### src/rtl/async_rx_pkg.sv
package async_rx_pkg;
  typedef enum logic [1:0] {RX_HUNT, RX_START, RX_DATA, RX_STOP} rx_state_e;
  localparam int ST_FULL  = 0;
  localparam int ST_OVR   = 1;
  localparam int ST_NOISE = 2;
  localparam int ST_FRAME = 3;
  localparam int ST_IDLE  = 4;
endpackage

### src/rtl/rx_line_sync.sv
module rx_line_sync #(
  parameter int STAGES = 2
) (
  input  logic clk_i,
  input  logic rst_ni,
  input  logic din_i,
  output logic dout_o
);
  logic [STAGES-1:0] chain_q;

  always_ff @(posedge clk_i or negedge rst_ni) begin
    if (!rst_ni) chain_q <= '1;
    else         chain_q <= {chain_q[STAGES-2:0], din_i};
  end

  assign dout_o = chain_q[STAGES-1];
endmodule

### src/rtl/rx_framer.sv
module rx_framer
  import async_rx_pkg::*;
#(
  parameter int OSR       = 16,
  parameter int DATA_BITS = 8
) (
  input  logic                 clk_i,
  input  logic                 rst_ni,
  input  logic                 en_i,
  input  logic                 tick_i,
  input  logic                 line_i,
  output logic                 hunting_o,
  output logic                 done_o,
  output logic [DATA_BITS-1:0] byte_o,
  output logic                 fe_o,
  output logic                 nf_o
);
  localparam int PW  = $clog2(OSR);
  localparam int BW  = (DATA_BITS > 1) ? $clog2(DATA_BITS) : 1;
  localparam int MID = OSR / 2;

  rx_state_e            state_q;
  logic [PW-1:0]        phase_q;
  logic [1:0]           ones_q;
  logic [BW-1:0]        bidx_q;
  logic [DATA_BITS-1:0] shreg_q;
  logic                 nacc_q;

  logic [1:0] total;
  logic       vote, noisy;

  always_comb begin
    total = ones_q + {1'b0, line_i};
    vote  = (total >= 2'd2);
    noisy = (total != 2'd0) && (total != 2'd3);
  end

  always_ff @(posedge clk_i or negedge rst_ni) begin
    if (!rst_ni) begin
      state_q <= RX_HUNT;
      phase_q <= '0;
      ones_q  <= '0;
      bidx_q  <= '0;
      shreg_q <= '0;
      nacc_q  <= 1'b0;
      done_o  <= 1'b0;
      byte_o  <= '0;
      fe_o    <= 1'b0;
      nf_o    <= 1'b0;
    end else begin
      done_o <= 1'b0;
      if (!en_i) begin
        state_q <= RX_HUNT;
        phase_q <= '0;
        ones_q  <= '0;
      end else if (tick_i) begin
        if (state_q == RX_HUNT) begin
          if (!line_i) begin
            state_q <= RX_START;
            phase_q <= PW'(1);
            ones_q  <= '0;
            nacc_q  <= 1'b0;
            bidx_q  <= '0;
          end
        end else begin
          phase_q <= (phase_q == PW'(OSR-1)) ? '0 : phase_q + PW'(1);
          if (phase_q == PW'(MID-1) || phase_q == PW'(MID))
            ones_q <= total;
          if (phase_q == PW'(MID+1)) begin
            ones_q <= '0;
            case (state_q)
              RX_START: begin
                if (vote) state_q <= RX_HUNT;
                else      nacc_q  <= nacc_q | noisy;
              end
              RX_DATA: begin
                shreg_q <= {vote, shreg_q[DATA_BITS-1:1]};
                nacc_q  <= nacc_q | noisy;
              end
              RX_STOP: begin
                done_o  <= 1'b1;
                byte_o  <= shreg_q;
                fe_o    <= ~vote;
                nf_o    <= nacc_q | noisy;
                state_q <= RX_HUNT;
              end
              default: state_q <= RX_HUNT;
            endcase
          end
          if (phase_q == PW'(OSR-1)) begin
            case (state_q)
              RX_START: begin
                state_q <= RX_DATA;
                bidx_q  <= '0;
              end
              RX_DATA: begin
                if (bidx_q == BW'(DATA_BITS-1)) state_q <= RX_STOP;
                else                            bidx_q  <= bidx_q + BW'(1);
              end
              default: ;
            endcase
          end
        end
      end
    end
  end

  assign hunting_o = (state_q == RX_HUNT);
endmodule

### src/rtl/rx_idle_watch.sv
module rx_idle_watch #(
  parameter int IDLE_TICKS = 160
) (
  input  logic clk_i,
  input  logic rst_ni,
  input  logic en_i,
  input  logic tick_i,
  input  logic line_i,
  input  logic hunting_i,
  input  logic char_ok_i,
  output logic idle_set_o
);
  localparam int CW = $clog2(IDLE_TICKS + 1);

  logic [CW-1:0] cnt_q;
  logic          armed_q;

  always_ff @(posedge clk_i or negedge rst_ni) begin
    if (!rst_ni) begin
      cnt_q      <= '0;
      armed_q    <= 1'b0;
      idle_set_o <= 1'b0;
    end else begin
      idle_set_o <= 1'b0;
      if (!en_i) begin
        cnt_q   <= '0;
        armed_q <= 1'b0;
      end else begin
        if (char_ok_i) armed_q <= 1'b1;
        if (!hunting_i || !line_i) begin
          cnt_q <= '0;
        end else if (tick_i) begin
          if (cnt_q == CW'(IDLE_TICKS-1)) begin
            cnt_q <= '0;
            if (armed_q) begin
              idle_set_o <= 1'b1;
              armed_q    <= 1'b0;
            end
          end else begin
            cnt_q <= cnt_q + CW'(1);
          end
        end
      end
    end
  end
endmodule

### src/rtl/rx_regs.sv
module rx_regs
  import async_rx_pkg::*;
#(
  parameter int DATA_BITS = 8
) (
  input  logic                 clk_i,
  input  logic                 rst_ni,
  input  logic                 en_i,
  input  logic                 char_done_i,
  input  logic [DATA_BITS-1:0] char_byte_i,
  input  logic                 char_fe_i,
  input  logic                 char_nf_i,
  input  logic                 idle_set_i,
  input  logic                 rd_en_i,
  input  logic                 rd_sel_i,
  input  logic                 rx_ie_i,
  input  logic                 idle_ie_i,
  output logic [DATA_BITS-1:0] rd_data_o,
  output logic                 irq_o,
  output logic                 full_o,
  output logic                 ovr_o,
  output logic                 idle_o,
  output logic [DATA_BITS-1:0] data_o
);
  logic nf_q, fe_q, seen_q, clr;
  logic [DATA_BITS-1:0] stat;

  assign clr = rd_en_i && rd_sel_i && seen_q;

  always_ff @(posedge clk_i or negedge rst_ni) begin
    if (!rst_ni) begin
      full_o <= 1'b0;
      ovr_o  <= 1'b0;
      idle_o <= 1'b0;
      nf_q   <= 1'b0;
      fe_q   <= 1'b0;
      seen_q <= 1'b0;
      data_o <= '0;
    end else begin
      if (rd_en_i && !rd_sel_i) seen_q <= 1'b1;
      if (clr) begin
        full_o <= 1'b0;
        ovr_o  <= 1'b0;
        idle_o <= 1'b0;
        nf_q   <= 1'b0;
        fe_q   <= 1'b0;
        seen_q <= 1'b0;
      end
      if (char_done_i) begin
        if (full_o && !clr) begin
          ovr_o <= 1'b1;
        end else begin
          data_o <= char_byte_i;
          full_o <= 1'b1;
          nf_q   <= char_nf_i;
          fe_q   <= char_fe_i;
        end
      end
      if (idle_set_i) idle_o <= 1'b1;
    end
  end

  always_comb begin
    stat           = '0;
    stat[ST_FULL]  = full_o;
    stat[ST_OVR]   = ovr_o;
    stat[ST_NOISE] = nf_q;
    stat[ST_FRAME] = fe_q;
    stat[ST_IDLE]  = idle_o;
    if (rd_sel_i) rd_data_o = en_i ? data_o : '0;
    else          rd_data_o = stat;
  end

  assign irq_o = (rx_ie_i && (full_o || ovr_o)) || (idle_ie_i && idle_o);
endmodule

### src/rtl/async_rx_unit.sv
module async_rx_unit #(
  parameter int OSR         = 16,
  parameter int DATA_BITS   = 8,
  parameter int SYNC_STAGES = 2
) (
  input  logic                 clk_i,
  input  logic                 rst_ni,
  input  logic                 rxd_i,
  input  logic                 tick16_i,
  input  logic                 rx_en_i,
  input  logic                 rx_irq_en_i,
  input  logic                 idle_irq_en_i,
  input  logic                 rd_en_i,
  input  logic                 rd_sel_i,
  output logic [DATA_BITS-1:0] rd_data_o,
  output logic                 irq_o
);
  localparam int IDLE_TICKS = (DATA_BITS + 2) * OSR;

  logic                 line_s, hunting, char_done, char_fe, char_nf, idle_set;
  logic [DATA_BITS-1:0] char_byte, data_q;
  logic                 full, ovr, idle_flag;

  rx_line_sync #(.STAGES(SYNC_STAGES)) u_sync (
    .clk_i(clk_i), .rst_ni(rst_ni), .din_i(rxd_i), .dout_o(line_s)
  );

  rx_framer #(.OSR(OSR), .DATA_BITS(DATA_BITS)) u_framer (
    .clk_i(clk_i), .rst_ni(rst_ni), .en_i(rx_en_i), .tick_i(tick16_i),
    .line_i(line_s), .hunting_o(hunting), .done_o(char_done),
    .byte_o(char_byte), .fe_o(char_fe), .nf_o(char_nf)
  );

  rx_idle_watch #(.IDLE_TICKS(IDLE_TICKS)) u_idle (
    .clk_i(clk_i), .rst_ni(rst_ni), .en_i(rx_en_i), .tick_i(tick16_i),
    .line_i(line_s), .hunting_i(hunting), .char_ok_i(char_done && !char_fe),
    .idle_set_o(idle_set)
  );

  rx_regs #(.DATA_BITS(DATA_BITS)) u_regs (
    .clk_i(clk_i), .rst_ni(rst_ni), .en_i(rx_en_i),
    .char_done_i(char_done), .char_byte_i(char_byte), .char_fe_i(char_fe),
    .char_nf_i(char_nf), .idle_set_i(idle_set), .rd_en_i(rd_en_i),
    .rd_sel_i(rd_sel_i), .rx_ie_i(rx_irq_en_i), .idle_ie_i(idle_irq_en_i),
    .rd_data_o(rd_data_o), .irq_o(irq_o), .full_o(full), .ovr_o(ovr),
    .idle_o(idle_flag), .data_o(data_q)
  );
endmodule

### config.mk
export PLATFORM = sky130hd
export DESIGN_NAME = async_rx_unit
export DESIGN_NICKNAME = d
export VERILOG_FILES = /design/src/rtl/async_rx_pkg.sv /design/src/rtl/rx_line_sync.sv /design/src/rtl/rx_framer.sv /design/src/rtl/rx_idle_watch.sv /design/src/rtl/rx_regs.sv /design/src/rtl/async_rx_unit.sv
export SDC_FILE = /design/constraint.sdc
export NUM_CORES = 1
export LEC_CHECK = 0
export BUFFER_PORTS_ARGS = -buffer_cell sky130_fd_sc_hd__buf_2
export CORE_MARGIN = 3
export CORE_UTILIZATION = 46
export DETAILED_ROUTE_END_ITERATION = 8
export PLACE_DENSITY = 0.67
export SETUP_SLACK_MARGIN = 0.5
export SKIP_CTS_REPAIR_TIMING = 1
export SLEW_MARGIN = 10
export SYNTH_ARGS = -nofsm -noshare
export SYNTH_HDL_FRONTEND = slang
export SYNTH_HIERARCHICAL = 1
export SYNTH_SLANG_ARGS = --single-unit
### constraint.sdc
create_clock -name clk_i -period 2.44 [get_ports clk_i]
set_input_delay 0 -clock clk_i [delete_from_list [all_inputs] [get_ports clk_i]]
set_output_delay 0 -clock clk_i [all_outputs]
set_load 0.01 [all_outputs]
==> impl_metrics.csv, run 1 <==
group,metric,value,unit
synth,synthXorXnorAreaFrac,1.47,%
power,power.net_switching,421,µW
cts,tritoncts_buffers,9,
floorplan,die_y,85.4,µm
outcome,status,"completed",
timing,finalHoldViolations,0,
worst_setup_path,critPathArrivalTime,2030,ps
synth,sequential_share_of_the_synthesized_area,49.2,%
grt,via_count_of_the_first_global_routing_pass,1898,
worst_setup_path,worstSetupEndpointType,"register",
worst_setup_path,reg2regPathDepth,6,
cts,htree_num_levels,3,
synth,yosys_most_used_dff,"sky130_fd_sc_hd__dfrtp_1",
worst_setup_path,critPathKind,"register to register",
timing,worst-slew-pin-transition,581,ps
power,power_frac_comb,5.9,%
timing,setup_viol,0,
grt,track_usage,16.1,%
min_path,min_path_type,"primary input to register",
cells_and_area,synthToLayoutAreaGrowth,12.3,%
routing,final_antenna_net_count,0,
synth,synth_mux_area_share,13.5,%
worst_setup_path,worst_path_largest_cell_delay,410,ps
floorplan,die_width,85.4,µm
synth,synth-adder-area-share,5.17,%
min_path,min_path_cells,2,
cells_and_area,antennaDiodeCount,0,
synth,synth-simple-area-share,16.3,%
synth,synth.net_count,270,
power,max-vdd-ir-drop,0.000339,V
timing,timing.setup.tns,0,ps
synth,postSynth.asyncResetShare,100,%
power,pwr_density_cell,553,nW/µm²
timing,rsz0062_at_grt,"false",
timing,fin_crit_sh,74.4,%
timing,maxSlewViolCount,0,
floorplan,num_io_pins,18,
worst_setup_path,crit_path_start_kind,"register",
cts,cts_buffer_depth,2,
worst_setup_path,critical-path-slowest-cell,"sky130_fd_sc_hd__dfrtp_2",
synth,synth.cell_area,2900,µm²
power,power.share.sequential,53.6,%
timing,layout_min_cycle_time,1820,ps
power,internal_power,1.38,mW
floorplan,initial_utilization,48.2,%
grt,grt_remaining_overflow,0,
routing,postRouteWirelength,5260,µm
cells_and_area,layout.nets,296,
cells_and_area,layout.cells.non_filler,354,
cells_and_area,layout.filler_cells,551,
power,switching_share,23.4,%
placed_design,placed_cells_incl_taps,335,
worst_setup_path,sequence_of_cells_on_the_critical_path,"inv_1 > ha_4 > a21boi_4 > and3b_1 > and2b_4 > mux2_2",
routing,detailedRoute.firstPassIterationCount,4,
power,static-leakage-power,1.57,nW
synth,synthesis.instances,249,
synth,yosys_register_bits,57,
routing,route.detailed.wl_per_inst,14.8,µm
synth,synthesis.area_per_instance,11.7,µm²
power,p_clk_share,40.5,%
floorplan,die-area,7300,µm²
run,max_cap_check_violation_count,0,
cts,clk_pin_slew,60,ps
synth,synth_area_in_compound_gates,10.4,%
floorplan,floorplan.core_area,6030,µm²
cells_and_area,drive_above_1_share,29.0,%
grt,antenna_found_initial,0,
floorplan,row_count,28,
synth,synth_top_family_by_area,"simple AND/OR/NAND/NOR gates",
grt,grt_start_max_net_pins,28,
routing,initialDrtViolationCount,88,
grt,grt_pass1_wl,9060,µm
cts,cts_tree,"done",
synth,synth_edf_count,0,
routing,dr_total_vias,1914,
placed_design,globalplace.congestion,0.806,
placed_design,detailedPlacementHpwl,3700,µm
routing,drc,0,
timing,finalClockSkew,7.73,ps
cts,clk_latency,330,ps
cts,cts.sink_count,57,
worst_setup_path,data_required_time_at_the_worst_endpoint,2660,ps
timing,max_clock_freq,551,MHz
synth,synth.yosys.warnings,6,
timing,maxSlewHeadroom,61.0,%
cts,ctsRootBufferMaster,"sky130_fd_sc_hd__clkbuf_8",
worst_setup_path,crit_fanout,13,
placed_design,port_buffers,17,
synth,synth.lib_cells_used.distinct,53,
routing,drt-vias-per-instance,5.41,
-- power groups by stage --
stage / clock, mW / combinational (mW) / sequential, mW
global placement: 0 / 0.0962 / 0.981
floorplan: 0 / 0.0534 / 0.979
finish: 0.731 / 0.106 / 0.966
global route: 0.811 / 0.121 / 0.967
detailed placement: 0 / 0.0977 / 0.982
CTS: 0.763 / 0.0980 / 0.965
-- cell usage after synthesis, types with 3 or more instances --
master,instances,area share (%)
sky130_fd_sc_hd__a21oi_1,13,2.2
sky130_fd_sc_hd__and3_1,6,1.3
sky130_fd_sc_hd__and3b_1,5,1.5
sky130_fd_sc_hd__buf_2,3,0.52
sky130_fd_sc_hd__dfrtp_1,55,47
sky130_fd_sc_hd__ha_1,12,5.2
sky130_fd_sc_hd__inv_1,15,1.9
sky130_fd_sc_hd__mux2_2,21,8.1
sky130_fd_sc_hd__mux2_4,7,3.6
sky130_fd_sc_hd__mux2i_1,5,1.7
sky130_fd_sc_hd__nand2_1,21,2.7
sky130_fd_sc_hd__nand3_1,4,0.69
sky130_fd_sc_hd__nand3b_1,3,0.78
sky130_fd_sc_hd__nand4_1,5,1.1
sky130_fd_sc_hd__nor2_1,5,0.65
sky130_fd_sc_hd__nor2b_1,4,0.86
sky130_fd_sc_hd__o21ai_0,15,2.6
-- area by class of cell --
class	count	area (µm²)	share of cell area [%]
Sequential cell	57	1430	43.9
Multi-Input combinational cell	170	1390	42.5
Clock buffer	12	145	4.45
Timing Repair Buffer	22	130	3.99
Tap cell	75	93.8	2.88
Inverter	15	56.3	1.73
Clock inverter	3	17.5	0.537
-- layer usage --
| metal | GRT usage (%) | wire (µm) | share of wire (%) | up-vias |
|---|---|---|---|---|
| met4 | 5.76 | 62 | 1.2 | 0 |
| li1 | - | - | - | 950 |
| met3 | 7.18 | 221 | 4.2 | 7 |
| met1 | 21.0 | 2540 | 48 | 932 |
| met2 | 23.9 | 2430 | 46 | 25 |
| met5 | 0 | 0 | 0 | - |
-- layout by cell type (no fill, tap or decap), types with 3 or more instances in the layout --
| cell | instances |
|---|---|
| sky130_fd_sc_hd__dfrtp_1 | 53 |
| sky130_fd_sc_hd__nand2_1 | 21 |
| sky130_fd_sc_hd__mux2_2 | 21 |
| sky130_fd_sc_hd__buf_2 | 17 |
| sky130_fd_sc_hd__inv_1 | 15 |
| sky130_fd_sc_hd__o21ai_0 | 15 |
| sky130_fd_sc_hd__a21oi_1 | 13 |
| sky130_fd_sc_hd__ha_1 | 11 |
| sky130_fd_sc_hd__clkbuf_8 | 10 |
| sky130_fd_sc_hd__mux2_4 | 7 |
| sky130_fd_sc_hd__and3_1 | 6 |
| sky130_fd_sc_hd__nor2_1 | 5 |
| sky130_fd_sc_hd__nand4_1 | 5 |
| sky130_fd_sc_hd__mux2i_1 | 5 |
| sky130_fd_sc_hd__and3b_1 | 4 |
| sky130_fd_sc_hd__nor2b_1 | 4 |
| sky130_fd_sc_hd__nand3_1 | 4 |
| sky130_fd_sc_hd__dlygate4sd3_1 | 3 |
| sky130_fd_sc_hd__nand3b_1 | 3 |
-- worst max-delay path, delay by kind of cell, from the launching register on --
kind,cells,cell delay (ps)
AND/OR/NAND/NOR,2,420
flip-flops,1,410
multiplexers,1,330
adder cells (fa/ha/maj),1,230
AO/OA/AOI/OAI,1,210
buffers and inverters,1,120
-- worst paths after layout --
| check | from | slack, ps | end |
|---|---|---|---|
| max | u_framer/state_q[0] | 620 | u_framer/bidx_q[2] |
| min | rd_sel_i | 20 | u_regs/seen_q |
| max reg2reg | u_framer/state_q[0] | 620 | u_framer/bidx_q[2] |
| min reg2reg | u_sync/chain_q[0] | 360 | u_sync/chain_q[1] |
| max in group asynchronous | rst_ni | 1530 | u_sync/chain_q[0] |
| min in group asynchronous | rst_ni | 210 | u_framer/byte_o[4] |
-- cells by family (layout without fill, tap and decap cells) --
group | count (synthesis) | after routing
simple gates | 73 | 74
flops | 57 | 57
xor+xnor | 4 | 4
mux | 33 | 33
fa+ha+maj | 12 | 12
buf+inv | 23 | 52
compound gates | 47 | 47
-- registers in the layout, indices dropped and copies added, names as in the netlist, 2 cells and up --
signal / count
u_framer/byte_o: 8
u_framer/shreg_q: 8
u_idle/cnt_q: 8
u_regs/data_o: 8
u_framer/phase_q: 4
u_framer/bidx_q: 3
u_framer/ones_q: 2
u_framer/state_q: 2
u_sync/chain_q: 2
-- through the flow --
step / hold WS [ps] / cell area, µm² / power, mW / setup slack, ps / util [%]
after CTS: -330 / 3200 / 1.83 / 336 / 53.1
after floorplan: -296 / 2900 / 1.03 / 571 / -
after global routing: 11.4 / 3260 / 1.90 / 505 / 54.1
after global placement: 31.5 / 3040 / 1.08 / 437 / 50.4
after detailed placement: 34.9 / 3040 / 1.08 / 337 / 50.4
final: 16.1 / 3260 / 1.80 / 625 / 54.1
(Power assumes the default switching activity.)
==> run 2, diff against run 1 <==
--- a/config.mk
+++ b/config.mk
@@ -5,11 +5,12 @@
 export SDC_FILE = /design/constraint.sdc
 export NUM_CORES = 1
 export LEC_CHECK = 0
+export ABC_AREA = 1
 export BUFFER_PORTS_ARGS = -buffer_cell sky130_fd_sc_hd__buf_2
 export CORE_MARGIN = 3
 export CORE_UTILIZATION = 46
 export DETAILED_ROUTE_END_ITERATION = 8
-export PLACE_DENSITY = 0.67
+export PLACE_DENSITY = 0.7
 export SETUP_SLACK_MARGIN = 0.5
 export SKIP_CTS_REPAIR_TIMING = 1
 export SLEW_MARGIN = 10
==> constraint.sdc (replaced) <==
create_clock -name clk_i -period 1.6 [get_ports clk_i]
set_input_delay 0 -clock clk_i [delete_from_list [all_inputs] [get_ports clk_i]]
set_output_delay 0 -clock clk_i [all_outputs]
set_load 0.01 [all_outputs]
==> impl_metrics.csv, run 2 <==
group,metric,value,unit
routing,postRouteWirelength,6310,µm
timing,maxSlewViolCount,0,
cells_and_area,layout_common_cells,"95 x sky130_fd_sc_hd__nand2_1, 53 x sky130_fd_sc_hd__dfrtp_1, 41 x sky130_fd_sc_hd__inv_1",
cts,htree_num_levels,3,
cts,clk_pin_slew,70,ps
placed_design,detailedPlacementHpwl,4090,µm
floorplan,row_count,28,
synth,synth.top_cells.by_count,"99 x sky130_fd_sc_hd__nand2_1, 55 x sky130_fd_sc_hd__dfrtp_1, 50 x sky130_fd_sc_hd__inv_1",
synth,synth_edf_count,0,
routing,initialDrtViolationCount,145,
placed_design,placement.setup.worst_slack,37.8,ps
min_path,hold_end,"u_regs/seen_q",
worst_setup_path,reg2regPathDepth,9,
floorplan,num_io_pins,18,
worst_setup_path,worst_path_largest_cell_delay,420,ps
synth,synth-adder-area-share,5.05,%
synth,synth_top_family_by_area,"simple AND/OR/NAND/NOR gates",
synth,synthesis.area_per_instance,8.34,µm²
cells_and_area,synthToLayoutAreaGrowth,24.4,%
worst_setup_path,crit-reg2reg-launch,"u_framer/state_q[1]",
synth,synth.cell_area,2970,µm²
synth,synth_area_leader_cell,"sky130_fd_sc_hd__dfrtp_1",
routing,drt-vias-per-instance,5.04,
min_path,min_path_type,"primary input to register",
cells_and_area,post-route-util,60.6,%
timing,finalClockSkew,7.11,ps
synth,synth-simple-area-share,27.3,%
worst_setup_path,slack_of_the_worst_reg_to_reg_path,60,ps
cts,tritoncts_buffers,9,
floorplan,die_width,86.4,µm
floorplan,initial_utilization,48.7,%
grt,grt_pass1_wl,9910,µm
grt,antenna_found_initial,0,
worst_setup_path,crit_fanout,7,
worst_setup_path,cpLargestDelayFamily,"simple AND/OR/NAND/NOR gates",
synth,sequential_share_of_the_synthesized_area,48.1,%
timing,layout_min_cycle_time,1540,ps
synth,synthXorXnorAreaFrac,0.295,%
cells_and_area,layout.cells.non_filler,487,
timing,layout_setup_ws,57.1,ps
synth,yosys.area.top_type_share,46.3,%
power,static-leakage-power,1.83,nW
synth,yosys_most_used_dff,"sky130_fd_sc_hd__dfrtp_1",
floorplan,die_y,86.4,µm
min_path,hold_path_startpoint,"rd_sel_i",
grt,track_usage,17.1,%
timing,timing.setup.tns,0,ps
grt,grt_start_max_net_pins,58,
cells_and_area,antennaDiodeCount,0,
outcome,status,"completed",
timing,fin_crit_sh,96.4,%
routing,dr_total_vias,2453,
worst_setup_path,crit_path_start_kind,"register",
placed_design,globalplace.congestion,0.918,
timing,finalHoldViolations,0,
grt,grt_remaining_overflow,0,
worst_setup_path,worst_path_most_repeated_cell,"sky130_fd_sc_hd__nor2_8",
timing,rsz0062_at_grt,"true",
timing,max_clock_freq,648,MHz
worst_setup_path,critical-path-slowest-cell,"sky130_fd_sc_hd__dfrtp_1",
cells_and_area,final_common_cell,"sky130_fd_sc_hd__nand2_1",
floorplan,die-area,7460,µm²
cells_and_area,layout.filler_cells,519,
synth,synth_area_in_compound_gates,10.9,%
worst_setup_path,critPathKind,"register to register",
routing,drc,0,
worst_setup_path,data_required_time_at_the_worst_endpoint,1850,ps
power,pwr_density_cell,829,nW/µm²
timing,setup_viol,0,
synth,postSynth.asyncResetShare,100,%
run,max_cap_check_violation_count,0,
synth,synth.net_count,377,
synth,yosys_register_bits,57,
cts,cts.sink_count,57,
cts,clk_latency,340,ps
synth,synth_area_leaders,"sky130_fd_sc_hd__dfrtp_1 46%, sky130_fd_sc_hd__nand2_1 13%, sky130_fd_sc_hd__inv_1 6.3%",
worst_setup_path,worstPathBufferInverterCount,2,
synth,synth.lib_cells_used.distinct,34,
cts,cts_tree,"done",
worst_setup_path,critPathArrivalTime,1800,ps
grt,via_count_of_the_first_global_routing_pass,2223,
routing,detailedRoute.firstPassIterationCount,4,
synth,synth_mux_area_share,0,%
power,max-vdd-ir-drop,0.000493,V
cells_and_area,seqCellArea,1430,µm²
cells_and_area,layout.nets,430,
cells_and_area,drive_above_1_share,26.2,%
worst_setup_path,sequence_of_cells_on_the_critical_path,"inv_2 > ha_4 > clkinv_4 > nand2_4 > nor2_8 > nand2_8 > nor2_8 > nor2_1 > a21oi_1",
timing,worst-slew-pin-transition,308,ps
synth,synth.yosys.warnings,6,
cells_and_area,multi_input_gate_area_in_the_final_layout,1460,µm²
synth,synthesis.instances,356,
placed_design,port_buffers,17,
worst_setup_path,worstSetupEndpointType,"register",
cts,cts_buffer_depth,2,
timing,maxSlewHeadroom,79.5,%
worst_setup_path,reg2reg_capture_point,"u_framer/fe_o",
cts,ctsRootBufferMaster,"sky130_fd_sc_hd__clkbuf_8",
min_path,min_path_cells,2,
routing,final_antenna_net_count,0,
synth,yosysMostFrequentCell,"sky130_fd_sc_hd__nand2_1",
placed_design,placed_cells_incl_taps,446,
floorplan,floorplan.core_area,6100,µm²
routing,route.detailed.wl_per_inst,13.0,µm
==> run 2: worst max path at each step <==
stage,start,cells past startpoint,end
after global placement,u_framer/state_q[1],9,u_framer/byte_o[7]
final,u_framer/state_q[1],9,u_framer/fe_o
after detailed placement,u_framer/state_q[1],9,u_framer/byte_o[4]
after global routing,u_framer/phase_q[1],9,u_framer/bidx_q[1]
after floorplan,u_framer/state_q[0],9,u_framer/byte_o[1]
after CTS,u_framer/state_q[1],9,u_framer/fe_o
==> run 2: power by group <==
part	internal (mW)	switching [mW]	total [mW]	leakage, nW
clock	0.742	0.568	1.31	0.0913
sequential	1.46	0.0129	1.47	0.781
combinational	0.112	0.169	0.281	0.956
==> run 2: layout make-up <==
cell class              count  share of cell area [%]
multi-input cells         245                    39.5
inverters                  51                    5.38
well taps                  75                    2.54
clock inverters             3                    1.15
clock buffers              11                    3.83
flip-flops and latches     57                    38.7
repair buffers             45                    8.87
==> run 2: cell families after synthesis <==
group           after synthesis
compound gates               60
fa+ha+maj                    12
xor+xnor                      1
flops                        57
buf+inv                      57
simple gates                169
==> run 2: stage by stage <==
| stage | total power, mW | hold WS, ps | cell area, µm² |
|---|---|---|---|
| 4_1_cts | 3.03 | -340 | 3350 |
| 3_5_place_dp | 1.71 | 23.9 | 3170 |
| 2_1_floorplan | 1.62 | -296 | 3000 |
| 5_1_grt | 3.18 | 59.6 | 3700 |
| 3_3_place_gp | 1.71 | 26.2 | 3170 |
| 6_report | 3.06 | 23.2 | 3700 |
==> run 2: per-layer routing <==
metal,wire [µm],track usage (%),vias to the layer above
met4,102,10.1,0
met2,3010,26.7,51
met1,2900,21.9,1146
met5,0,0,-
li1,-,-,1246
met3,290,3.61,10
==> run 3, diff against run 2 <==
--- a/config.mk
+++ b/config.mk
@@ -7,13 +7,13 @@
 export LEC_CHECK = 0
 export ABC_AREA = 1
 export BUFFER_PORTS_ARGS = -buffer_cell sky130_fd_sc_hd__buf_2
+export CORE_ASPECT_RATIO = 2
 export CORE_MARGIN = 3
-export CORE_UTILIZATION = 46
+export CORE_UTILIZATION = 54
 export DETAILED_ROUTE_END_ITERATION = 8
-export PLACE_DENSITY = 0.7
+export PLACE_DENSITY = 0.79
 export SETUP_SLACK_MARGIN = 0.5
 export SKIP_CTS_REPAIR_TIMING = 1
-export SLEW_MARGIN = 10
 export SYNTH_ARGS = -nofsm -noshare
 export SYNTH_HDL_FRONTEND = slang
 export SYNTH_HIERARCHICAL = 1
==> impl_metrics.csv, run 3 (synthesis gave the netlist of run 2 again) <==
group,metric,value,unit
worst_setup_path,reg2reg_capture_point,"u_framer/byte_o[3]",
grt,grt_pass1_wl,10500,µm
routing,route.detailed.wl_per_inst,15.6,µm
cts,htree_num_levels,3,
routing,final_antenna_net_count,0,
timing,maxSlewViolCount,0,
grt,via_count_of_the_first_global_routing_pass,2435,
cts,cts_tree,"done",
timing,maxSlewHeadroom,73.8,%
floorplan,die-area,6480,µm²
floorplan,num_io_pins,18,
placed_design,globalplace.congestion,0.845,
cells_and_area,layout.nets,434,
worst_setup_path,reg2regPathDepth,8,
worst_setup_path,data_required_time_at_the_worst_endpoint,1810,ps
placed_design,detailedPlacementHpwl,4500,µm
worst_setup_path,worstSetupEndpointType,"register",
cells_and_area,layout_common_cells,"91 x sky130_fd_sc_hd__nand2_1, 51 x sky130_fd_sc_hd__dfrtp_1, 38 x sky130_fd_sc_hd__inv_1",
cells_and_area,final_common_cell,"sky130_fd_sc_hd__nand2_1",
worst_setup_path,crit_fanout,7,
worst_setup_path,critPathKind,"register to register",
worst_setup_path,slack_of_the_worst_reg_to_reg_path,60,ps
timing,layout_min_cycle_time,1540,ps
worst_setup_path,crit-reg2reg-launch,"u_framer/state_q[1]",
timing,setup_viol,0,
cts,clk_pin_slew,70,ps
floorplan,row_count,37,
cts,cts.sink_count,57,
run,max_cap_check_violation_count,0,
timing,max_clock_freq,650,MHz
routing,dr_total_vias,2673,
grt,track_usage,21.1,%
cells_and_area,post-route-util,72.2,%
timing,finalClockSkew,6.98,ps
outcome,status,"completed",
timing,worst-slew-pin-transition,389,ps
cells_and_area,drive_above_1_share,30.4,%
power,pwr_density_cell,858,nW/µm²
timing,timing.setup.tns,0,ps
floorplan,die_y,111,µm
cells_and_area,antennaDiodeCount,0,
placed_design,placed_cells_incl_taps,428,
worst_setup_path,critPathArrivalTime,1750,ps
cells_and_area,synthToLayoutAreaGrowth,27.1,%
placed_design,port_buffers,17,
power,static-leakage-power,1.86,nW
worst_setup_path,crit_path_start_kind,"register",
routing,drt-vias-per-instance,5.62,
grt,grt_start_max_net_pins,58,
cts,ctsRootBufferMaster,"sky130_fd_sc_hd__clkbuf_8",
timing,fin_crit_sh,96.2,%
min_path,min_path_cells,2,
grt,antenna_found_initial,0,
timing,finalHoldViolations,0,
timing,rsz0062_at_grt,"true",
floorplan,initial_utilization,56.8,%
cts,cts_buffer_depth,2,
power,max-vdd-ir-drop,0.000711,V
min_path,min_path_type,"primary input to register",
min_path,hold_end,"u_regs/seen_q",
routing,initialDrtViolationCount,185,
cells_and_area,layout.cells.non_filler,476,
floorplan,die_width,58.4,µm
cts,clk_latency,330,ps
floorplan,floorplan.core_area,5230,µm²
routing,detailedRoute.firstPassIterationCount,6,
routing,drc,0,
min_path,hold_path_startpoint,"rd_sel_i",
cts,tritoncts_buffers,9,
routing,postRouteWirelength,7410,µm
grt,grt_remaining_overflow,0,
==> run 3: changes by cell type in the layout (fill, tap and decap cells not counted), sizes merged <==
| cell | change |
|---|---|
| buf | +3 |
| nand3 | +1 |
| bufinv | +1 |
| clkinv | +2 |
| clkinvlp | -1 |
==> run 3: worst max path at each step <==
stage                                    from                 end  slack (ps)  depth (start not counted)
final                     u_framer/state_q[1]  u_framer/byte_o[3]          60                          8
after global routing      u_framer/state_q[1]  u_framer/byte_o[7]         -20                          9
after CTS                 u_framer/state_q[1]  u_framer/byte_o[7]          30                          9
after detailed placement  u_framer/state_q[1]  u_framer/byte_o[7]          40                          9
after global placement    u_framer/state_q[1]  u_framer/byte_o[7]          90                          9
after floorplan           u_framer/state_q[0]  u_framer/byte_o[1]         150                          9
==> run 3: per-layer routing <==
metal | track usage (%) | part of all wire (%) | wire length, µm | vias to the layer above
met5 | 0 | 0 | 0 | -
met4 | 11.6 | 4.1 | 307 | 0
met3 | 5.36 | 4.0 | 299 | 26
met2 | 37.2 | 56 | 4180 | 93
met1 | 21.3 | 35 | 2620 | 1295
li1 | - | - | - | 1259
==> run 3: layout make-up <==
cell class	count	area, µm²
clock buffers	11	141
clock inverters	5	78.8
fillers	385	1460
inverters	51	199
multi-input cells	246	1500
flip-flops and latches	57	1430
well taps	58	72.6
repair buffers	48	350
==> run 3: worst max-delay path, stage by stage (launching register included) <==
cell and delay (ps):
sky130_fd_sc_hd__dfrtp_2 420, sky130_fd_sc_hd__inv_4 60, sky130_fd_sc_hd__ha_4 190, sky130_fd_sc_hd__clkinv_4 80
sky130_fd_sc_hd__nand2_4 70, sky130_fd_sc_hd__nor2_8 180, sky130_fd_sc_hd__nand2_8 110, sky130_fd_sc_hd__nor2_2 220
sky130_fd_sc_hd__a21oi_1 100
==> run 3: report_power, final <==
group          switching, mW  total (mW)  leakage [nW]  internal, mW
Sequential            0.0149        1.48         0.778          1.46
Combinational          0.182       0.299         0.969         0.118
Clock                  0.547        1.46         0.113         0.916
Total                  0.744        3.24          1.86          2.49
==> run 3: stage by stage <==
| step | instance area, µm² | total power [mW] | setup WS [ps] | hold slack [ps] |
|---|---|---|---|---|
| finish | 3780 | 3.24 | 60.5 | 37.5 |
| global placement | 3140 | 1.71 | 87.8 | 20.1 |
| global route | 3780 | 3.36 | -17.4 | 46.9 |
| floorplan | 3000 | 1.62 | 148 | -296 |
| CTS | 3360 | 3.18 | 29.6 | -346 |
| detailed placement | 3140 | 1.71 | 40.0 | 17.4 |
